**config.mk**
```make
export PLATFORM = sky130hd
export DESIGN_NAME = seg_xlate
export DESIGN_NICKNAME = d
export VERILOG_FILES = /design/src/rtl/seg_xlate.sv
export SDC_FILE = /design/constraint.sdc
export NUM_CORES = 2
export LEC_CHECK = 0
export ABC_AREA = 1
export BUFFER_PORTS_ARGS = -buffer_cell sky130_fd_sc_hd__clkbuf_2
export CELL_PAD_IN_SITES_DETAIL_PLACEMENT = 1
export CELL_PAD_IN_SITES_GLOBAL_PLACEMENT = 2
export CORE_MARGIN = 5
export CORE_UTILIZATION = 25
export CTS_CLUSTER_DIAMETER = 40
export DETAILED_ROUTE_END_ITERATION = 6
export PLACE_DENSITY_LB_ADDON = 0.08
export SLEW_MARGIN = 20
export SYNTH_ARGS = -nofsm -noshare
export SYNTH_HDL_FRONTEND = slang
export SYNTH_SLANG_ARGS = --single-unit
```
**constraint.sdc**
```tcl
create_clock -name clk -period 9.53 [get_ports clk]
set_input_delay 1.4295 -clock clk [delete_from_list [all_inputs] [get_ports clk]]
set_output_delay 1.4295 -clock clk [all_outputs]
set_load 0.01 [all_outputs]
```
**src/rtl/seg_xlate.sv**
```systemverilog
module seg_xlate #(
  parameter int DEPTH = 16,
  localparam int IW = (DEPTH > 1) ? $clog2(DEPTH) : 1
) (
  input  logic          clk,
  input  logic          rst_n,
  input  logic          req,
  input  logic          prot_mode,
  input  logic [15:0]   sel,
  input  logic [31:0]   ofs,
  input  logic          wr_en,
  input  logic          wr_tbl,
  input  logic [IW-1:0] wr_idx,
  input  logic [31:0]   wr_base,
  input  logic [19:0]   wr_limit,
  input  logic          wr_gran,
  output logic [31:0]   lin_addr,
  output logic          valid,
  output logic          fault
);
  localparam logic [13:0] DEPTH_W = 14'(DEPTH);

  logic [31:0] base_q [2][DEPTH];
  logic [19:0] lim_q  [2][DEPTH];
  logic        gran_q [2][DEPTH];

  logic [12:0]   idx;
  logic          ti;
  logic          in_range;
  logic [IW-1:0] ridx;
  logic [31:0]   d_base;
  logic [19:0]   d_lim;
  logic          d_gran;
  logic [31:0]   eff_lim;
  logic [19:0]   real_sum;
  logic          p_fault;
  logic          unused_rpl;

  assign idx        = sel[15:3];
  assign ti         = sel[2];
  assign unused_rpl = ^sel[1:0];
  assign in_range   = {1'b0, idx} < DEPTH_W;
  assign ridx       = idx[IW-1:0];
  assign d_base     = base_q[ti][ridx];
  assign d_lim      = lim_q[ti][ridx];
  assign d_gran     = gran_q[ti][ridx];
  assign eff_lim    = d_gran ? {d_lim, 12'hFFF} : {12'h000, d_lim};
  assign p_fault    = !in_range || (ofs > eff_lim);
  assign real_sum   = {sel, 4'h0} + {4'h0, ofs[15:0]};

  always_ff @(posedge clk) begin
    if (!rst_n) begin
      for (int t = 0; t < 2; t++)
        for (int e = 0; e < DEPTH; e++) begin
          base_q[t][e] <= '0;
          lim_q[t][e]  <= '0;
          gran_q[t][e] <= 1'b0;
        end
    end else if (wr_en) begin
      base_q[wr_tbl][wr_idx] <= wr_base;
      lim_q[wr_tbl][wr_idx]  <= wr_limit;
      gran_q[wr_tbl][wr_idx] <= wr_gran;
    end
  end

  always_ff @(posedge clk) begin
    if (!rst_n) begin
      valid    <= 1'b0;
      fault    <= 1'b0;
      lin_addr <= '0;
    end else begin
      valid <= 1'b0;
      fault <= 1'b0;
      if (req) begin
        if (!prot_mode) begin
          valid    <= 1'b1;
          lin_addr <= {12'h000, real_sum};
        end else if (p_fault) begin
          fault    <= 1'b1;
          lin_addr <= '0;
        end else begin
          valid    <= 1'b1;
          lin_addr <= d_base + ofs;
        end
      end
    end
  end

  p_one_hot_r9: assert property (@(posedge clk) disable iff (!rst_n)
    !(valid && fault));
  p_answer_r9: assert property (@(posedge clk) disable iff (!rst_n)
    req |=> (valid || fault));
  p_no_spurious_r9: assert property (@(posedge clk) disable iff (!rst_n)
    (valid || fault) |-> $past(req));
  p_fault_zero_r9: assert property (@(posedge clk) disable iff (!rst_n)
    fault |-> (lin_addr == 32'h0));
  p_real_ok_r3: assert property (@(posedge clk) disable iff (!rst_n)
    (req && !prot_mode) |=> (valid && !fault));
  p_real_wrap_r2: assert property (@(posedge clk) disable iff (!rst_n)
    (req && !prot_mode) |=> (lin_addr[31:20] == 12'h000));
  p_bad_index_r8: assert property (@(posedge clk) disable iff (!rst_n)
    (req && prot_mode && ({1'b0, sel[15:3]} >= DEPTH_W)) |=> fault);
endmodule

```
== After elaboration in Yosys (flattened, before gate mapping) ==
Memory sizes are Yosys's and may differ from the RTL's.
Index checks and enable logic that the tools add are counted.
Operators by class
  bitwise gates (word level): 2
  order comparisons: 5
  muxes and demuxes: 36
  add/sub/neg operators: 2
  reduce and logical (&&, ||, !) cells: 8
Operator list (number)
  512-bit 2-to-1 mux: 3
  320-bit 2-to-1 mux: 3
  512-bit OR reduction: 1
  320-bit OR reduction: 1
  32-bit 2-to-1 mux: 6
  32-bit binary-select mux with 4-bit select: 1
  32-bit demux with 4-bit select: 1
  20-bit binary-select mux with 4-bit select: 1
  20-bit demux with 4-bit select: 1
  20-bit 2-to-1 mux: 3
  16-bit 2-to-1 mux: 3
  32-bit adder: 1
  32-bit greater-than comparator: 1
  20-bit by 16-bit adder with 20-bit output: 1
  16-bit OR reduction: 1
  13-bit by 5-bit < comparator with 1-bit output (second input constant): 1
  1-bit 2-to-1 mux: 12
  5-bit >= comparator (second input constant): 2
  4-bit NOT with 5-bit output: 2
  5-bit by 1-bit < comparator with 1-bit output (second input constant): 1
  1-bit binary-select mux with 4-bit select: 1
  1-bit demux with 4-bit select: 1
  3-bit AND reduction: 1
  2-bit AND reduction: 1
  3 further kinds: 3
Word-level totals
  register bits after elaboration: 34
  input port bits: 111
  RAM bits: 1696
  output and inout port bits: 34
  memories kept: 3
  word-level logic and storage cells: 59
Memories
  base_q: depth 2, width 512, read ports 1, clocked after Yosys merged registers in 0, wr ports 2, RTL line 23  | logic [31:0] base_q [2][DEPTH];
  lim_q: depth 2, width 320, read ports 1, clocked after Yosys merged registers in 0, wr ports 2, RTL line 24  | logic [19:0] lim_q [2][DEPTH];
  gran_q: depth 2, width 16, read ports 1, clocked after Yosys merged registers in 0, wr ports 2, RTL line 25  | logic gran_q [2][DEPTH];

== Longest topological paths before layout ==
  depth after elaboration: 9
  gate-level depth with buffers: 31

== Worst setup path after synthesis ==
OpenSTA, ideal clock, no wires.
  path kind: in2reg
  from: input port wr_en
  to: memory base_q[1][64] (netlist name) (enable)
  stages on the path: 4
  data required time: 9.049 ns
  data arrival time: 4.378 ns
  slack: 4.670 ns
  buffers on the path: 1
  path through: nand2_1 -> nor2_1 -> buf_2 -> a21oi_1
RTL lines
  start, declared: RTL line 11  | input logic wr_en,
  end, declared: RTL line 23

== Worst setup path in the final report ==
  from: input port sel[2]
  to: register lin_addr[25]
On the way
  longest elaborated chain between the ends: 9
  elaborated cells between the ends (all ways): 18
  classes of those cells: add/sub (1); order compare (1); mux (12); reduce/logical (1); memory (3)
Ends and longest elaborated chain
  start, declared: RTL line 9  | input logic [15:0] sel,
  memory read 2 x 320 bit or memory read 2 x 16 bit (tied branches)
  20-bit binary-select mux with 4-bit select or 1-bit binary-select mux with 4-bit select (tied branches): RTL line 45, 46
  20-bit 2-to-1 mux (implied by the code) or 1-bit 2-to-1 mux (tied branches) (2 in series): RTL line 45, 46
  32-bit 2-to-1 mux: RTL line 47  | assign eff_lim = d_gran ? {d_lim, 12'hFFF} : {12'h000, d_lim};
  32-bit greater-than comparator: RTL line 48  | assign p_fault = !in_range || (ofs > eff_lim);
  1-bit logical OR: RTL line 48
  32-bit 2-to-1 mux *: RTL line 78  | end else if (p_fault) begin
  32-bit 2-to-1 mux *: RTL line 75  | if (!prot_mode) begin
  end signal, assigned: RTL line 77  | lin_addr <= {12'h000, real_sum};
  end signal, assigned: RTL line 83  | lin_addr <= d_base + ofs;
  end, declared: RTL line 17  | output logic [31:0] lin_addr,
Mark *: on every way between the ends. The rest lies on a longest branch, timed or not. The select of a mux whose other input is x is not followed.
A chain may end at the register's enable or synchronous reset.

==> flow_metrics.py <==
metrics = {
    "sta": {
        "setup_viol": 0,
        "fin_crit_ns": 6.13,
        "post-route-period-util_pct": 64.3,
        "rsz0062_at_grt": "false",
        "max-slew-margin-rel_pct": 16.0,
        "max_freq_ghz": 0.163,
        "slew_violations": 0,
        "skew_ns": 0.0446,
        "setup_tns_ns": 0,
        "timing_hold_violations_final": 0,
        "worst_pin_slew_ns": 1.26,
    },
    "yosys": {
        "yosysWarnings": 0,
        "synth-main-ff-cell": "edfxtp_1",
        "synth.avg_cell_area_um2": 11.1,
        "async_flop_share_pct": 0,
        "netlist_instances": 6802,
        "synth-seq-area-share_pct": 68.1,
        "synth_fp_nets": 6990,
        "ys_ff_latch": 1730,
        "synth-edff-count": 1695,
        "yosysUniqueCellTypes": 45,
        "netlist_area_um2": 75700,
    },
    "placed_design": {
        "place_congestion": 0.803,
        "dp_cells": 10600,
        "dp_hpwl_um": 200000,
        "port_buffers": 144,
    },
    "cts": {
        "clk_pin_slew_ns": 0.04,
        "cts_tree": "built",
        "cts.sinks": 1730,
        "clk_latency_ns": 0.93,
        "numCtsBuffers": 381,
        "post_cts_buffers": 0,
        "cts_hold_buf": 0,
        "ctsResizeCount": 0,
        "cts_root_buf": "clkbuf_16",
        "clockBufferDepth": 4,
        "htree_num_levels": 5,
    },
    "routing": {
        "drt-pass1-iter-count": 5,
        "routed_wl_um": 368000,
        "drt_iter0_markers": 4858,
        "vias": 57500,
        "drc": 0,
        "drtAntennaViolNets": 0,
        "wire_per_inst_um": 32.7,
        "vias_per_cell": 5.11,
    },
    "setup_path": {
        "cp.required_ns": 10.36,
        "setup.worst_path.end_class": "flop",
        "crit_type": "in -> reg",
        "crit_top_cell": "nand2_1",
        "cp.arrival_ns": 6.96,
        "r2r-end": "lin_addr[25]",
        "r2r_slack_ns": 4.61,
        "cp-startpoint": "sel[2]",
        "r2r_start": "gran_q[0][12]",
        "crit_fanout": 113,
        "ff2ff_path_depth": 22,
        "crit_slowest_cell": "nor2_1",
        "worst_setup_path_start_kind": "input port",
        "cpPeakStageDelay_ns": 0.59,
    },
    "layout": {
        "seq_area_um2": 51600,
        "nFillCells": 32800,
        "multi_input_area_um2": 21400,
        "nets": 7158,
        "final_util_pct": 31.3,
        "stdcell_count": 11300,
        "syn_to_final_growth_pct": 24.8,
        "layout-drive-gt1-share_pct": 13.9,
    },
    "worst_hold_path": {
        "hold_class": "reg -> reg",
        "min_from": "lin_addr[31]",
        "whs_path_depth": 2,
        "min_to": "lin_addr[31]",
    },
    "floorplan": {
        "num_io_pins": 145,
        "rows": 202,
        "die_h_um": 560,
        "start_util_pct": 25.1,
        "die_area_um2": 314000,
        "die-width_um": 560,
        "coreArea_um2": 302000,
    },
    "global_routing": {
        "first_global_vias": 58800,
        "global_route.usage.met1_pct": 32.7,
        "grt.met2_usage_pct": 36.5,
        "grt-ovfl-total": 0,
        "track_usage_pct": 22.7,
        "gr-max-usage-layer": "met2",
        "grt_pass1_wl_um": 502000,
        "grt_max_degree": 164,
        "antenna_found_initial": 33,
        "gr-usage-met3_pct": 2.99,
    },
    "pwr": {
        "clock_power_share_pct": 55.3,
        "p_comb_share_pct": 8.4,
        "netSwitchingFraction_pct": 25.3,
        "p_int_w": 0.0186,
        "p_seq_share_pct": 36.4,
        "total_power_w": 0.0249,
        "ir_drop_mv": 0.130,
        "p_sw_w": 0.00631,
        "p_per_area_nw_per_um2": 263,
        "p_leak_nw": 33.2,
    },
    "run": {
        "cap_violations": 0,
    },
    "status": {
        "outcome": "finished clean",
    },
}
-- kinds of logic after synthesis --
logic type	count (synthesis)	share of synthesized area (%)
AOI/OAI and AO/OA	1565	12.4
xor gates and xnor gates	20	0.231
buffers and inverters	750	4.31
and+or+nand+nor	2660	13.7
adders and majority gates	77	1.29
DFF	1730	68.1
-- final cells by class --
type	count	share of cell area (%)
Antenna cell	2	0.00530
Tap cell	3978	5.27
Multi-Input combinational cell	4322	22.6
Timing Repair Buffer	312	2.53
Sequential cell	1730	54.6
Inverter	223	0.920
Clock buffer	444	10.5
Clock inverter	257	3.53
-- critical path, delay by kind of cell --
kind | cells | cell delay (ns)
adders and majority gates | 1 | 0.37
and+or+nand+nor | 14 | 2.33
buffers and inverters | 4 | 1.48
AOI/OAI and AO/OA | 6 | 1.06
-- cells in the mapped netlist, types with 2 or more instances --
cell | n | area [um2]
buf_4 | 51 | 383
a31oi_1 | 42 | 263
or2_2 | 6 | 37.5
a32oi_1 | 31 | 272
o22ai_1 | 116 | 726
xor2_1 | 18 | 158
nand3_1 | 211 | 1060
buf_1 | 25 | 93.8
nand4_1 | 13 | 81.3
clkbuf_1 | 321 | 1200
o221ai_1 | 296 | 2590
a21o_1 | 5 | 37.5
clkinv_1 | 3 | 11.3
xnor2_1 | 2 | 17.5
o21ai_0 | 829 | 4150
fa_1 | 2 | 40.0
a32o_1 | 5 | 50.1
o21bai_1 | 8 | 60.1
nand2_1 | 380 | 1430
buf_6 | 15 | 169
nor2_1 | 2019 | 7580
edfxtp_1 | 1695 | 50900
dfxtp_1 | 35 | 701
nor4_1 | 3 | 18.8
buf_2 | 113 | 566
a21oi_1 | 105 | 526
nand3b_1 | 9 | 67.6
o21ai_1 | 114 | 571
clkbuf_2 | 2 | 10.0
nor3_1 | 15 | 75.1
ha_1 | 75 | 938
a22o_1 | 3 | 26.3
o21a_1 | 5 | 37.5
inv_1 | 217 | 815
inv_2 | 3 | 11.3
-- state kept, by name, indices dropped and copies added, names as in the netlist --
signal    cells
lin_addr     32
base_q     1024
gran_q       32
valid         1
fault         1
lim_q       640
-- layer usage --
layer  part of all wire, %  vias to the layer above  routed length, um
li1                      -                    24900                  -
met1                    47                    30600             175000
met2                    46                     1592             169000
met3                   4.6                      417              17100
met4                   2.0                        0               7270
met5                     0                        -                  0
-- power groups by stage --
| stage | Combinational (W) | Clock [W] | Sequential, W |
|---|---|---|---|
| final | 0.00208 | 0.0138 | 0.00905 |
| after global routing | 0.00223 | 0.0144 | 0.00909 |
| after CTS | 0.00211 | 0.0140 | 0.00905 |
| after detailed placement | 0.00211 | 0 | 0.00918 |
| after global placement | 0.00211 | 0 | 0.00918 |
| after floorplan | 0.00105 | 0 | 0.00916 |
-- through the flow --
stage	instance area, um2	worst slack [ns]	hold slack, ns
after floorplan	75700	4.67	0.448
after global placement	81100	2.42	0.456
after detailed placement	81100	2.45	0.460
after CTS	94400	3.44	0.467
after global routing	94500	2.94	0.488
final	94500	3.40	0.462
-- worst max path at each step --
stage                     slack (ns)  depth (start not counted)            end
final                           3.40                         25   lin_addr[25]
after global routing            2.94                         25   lin_addr[24]
after detailed placement        2.45                         25   lin_addr[25]
after CTS                       3.44                         25   lin_addr[25]
after floorplan                 4.67                          4  base_q[1][64]
after global placement          2.42                         24   lin_addr[24]
-- cell usage in the layout (no fill, tap or decap), types with 8 or more instances in the layout --
cell type   count
nand2_1       346
buf_4         139
clkbuf_16     387
clkinv_16       8
clkinv_2       63
nand3b_1        9
nor2_2         35
nand2_4        34
nor2_1       1970
o221ai_1      296
clkbuf_2      139
nand4_1        13
a32oi_1        31
inv_1         215
clkinv_1       48
o21bai_1        8
o21ai_0       829
a21oi_1       104
ha_1           75
clkinvlp_4     44
nor3_1         15
nand3_1       211
nor2_4         15
o22ai_1       116
clkbuf_1       51
edfxtp_1     1695
xor2_1         18
bufinv_16      64
o21ai_1       114
dfxtp_1        35
a31oi_1        42
buf_12         28
clkinv_4       15
inv_6           9
Note: power is estimated with default switching activity, not from simulation.
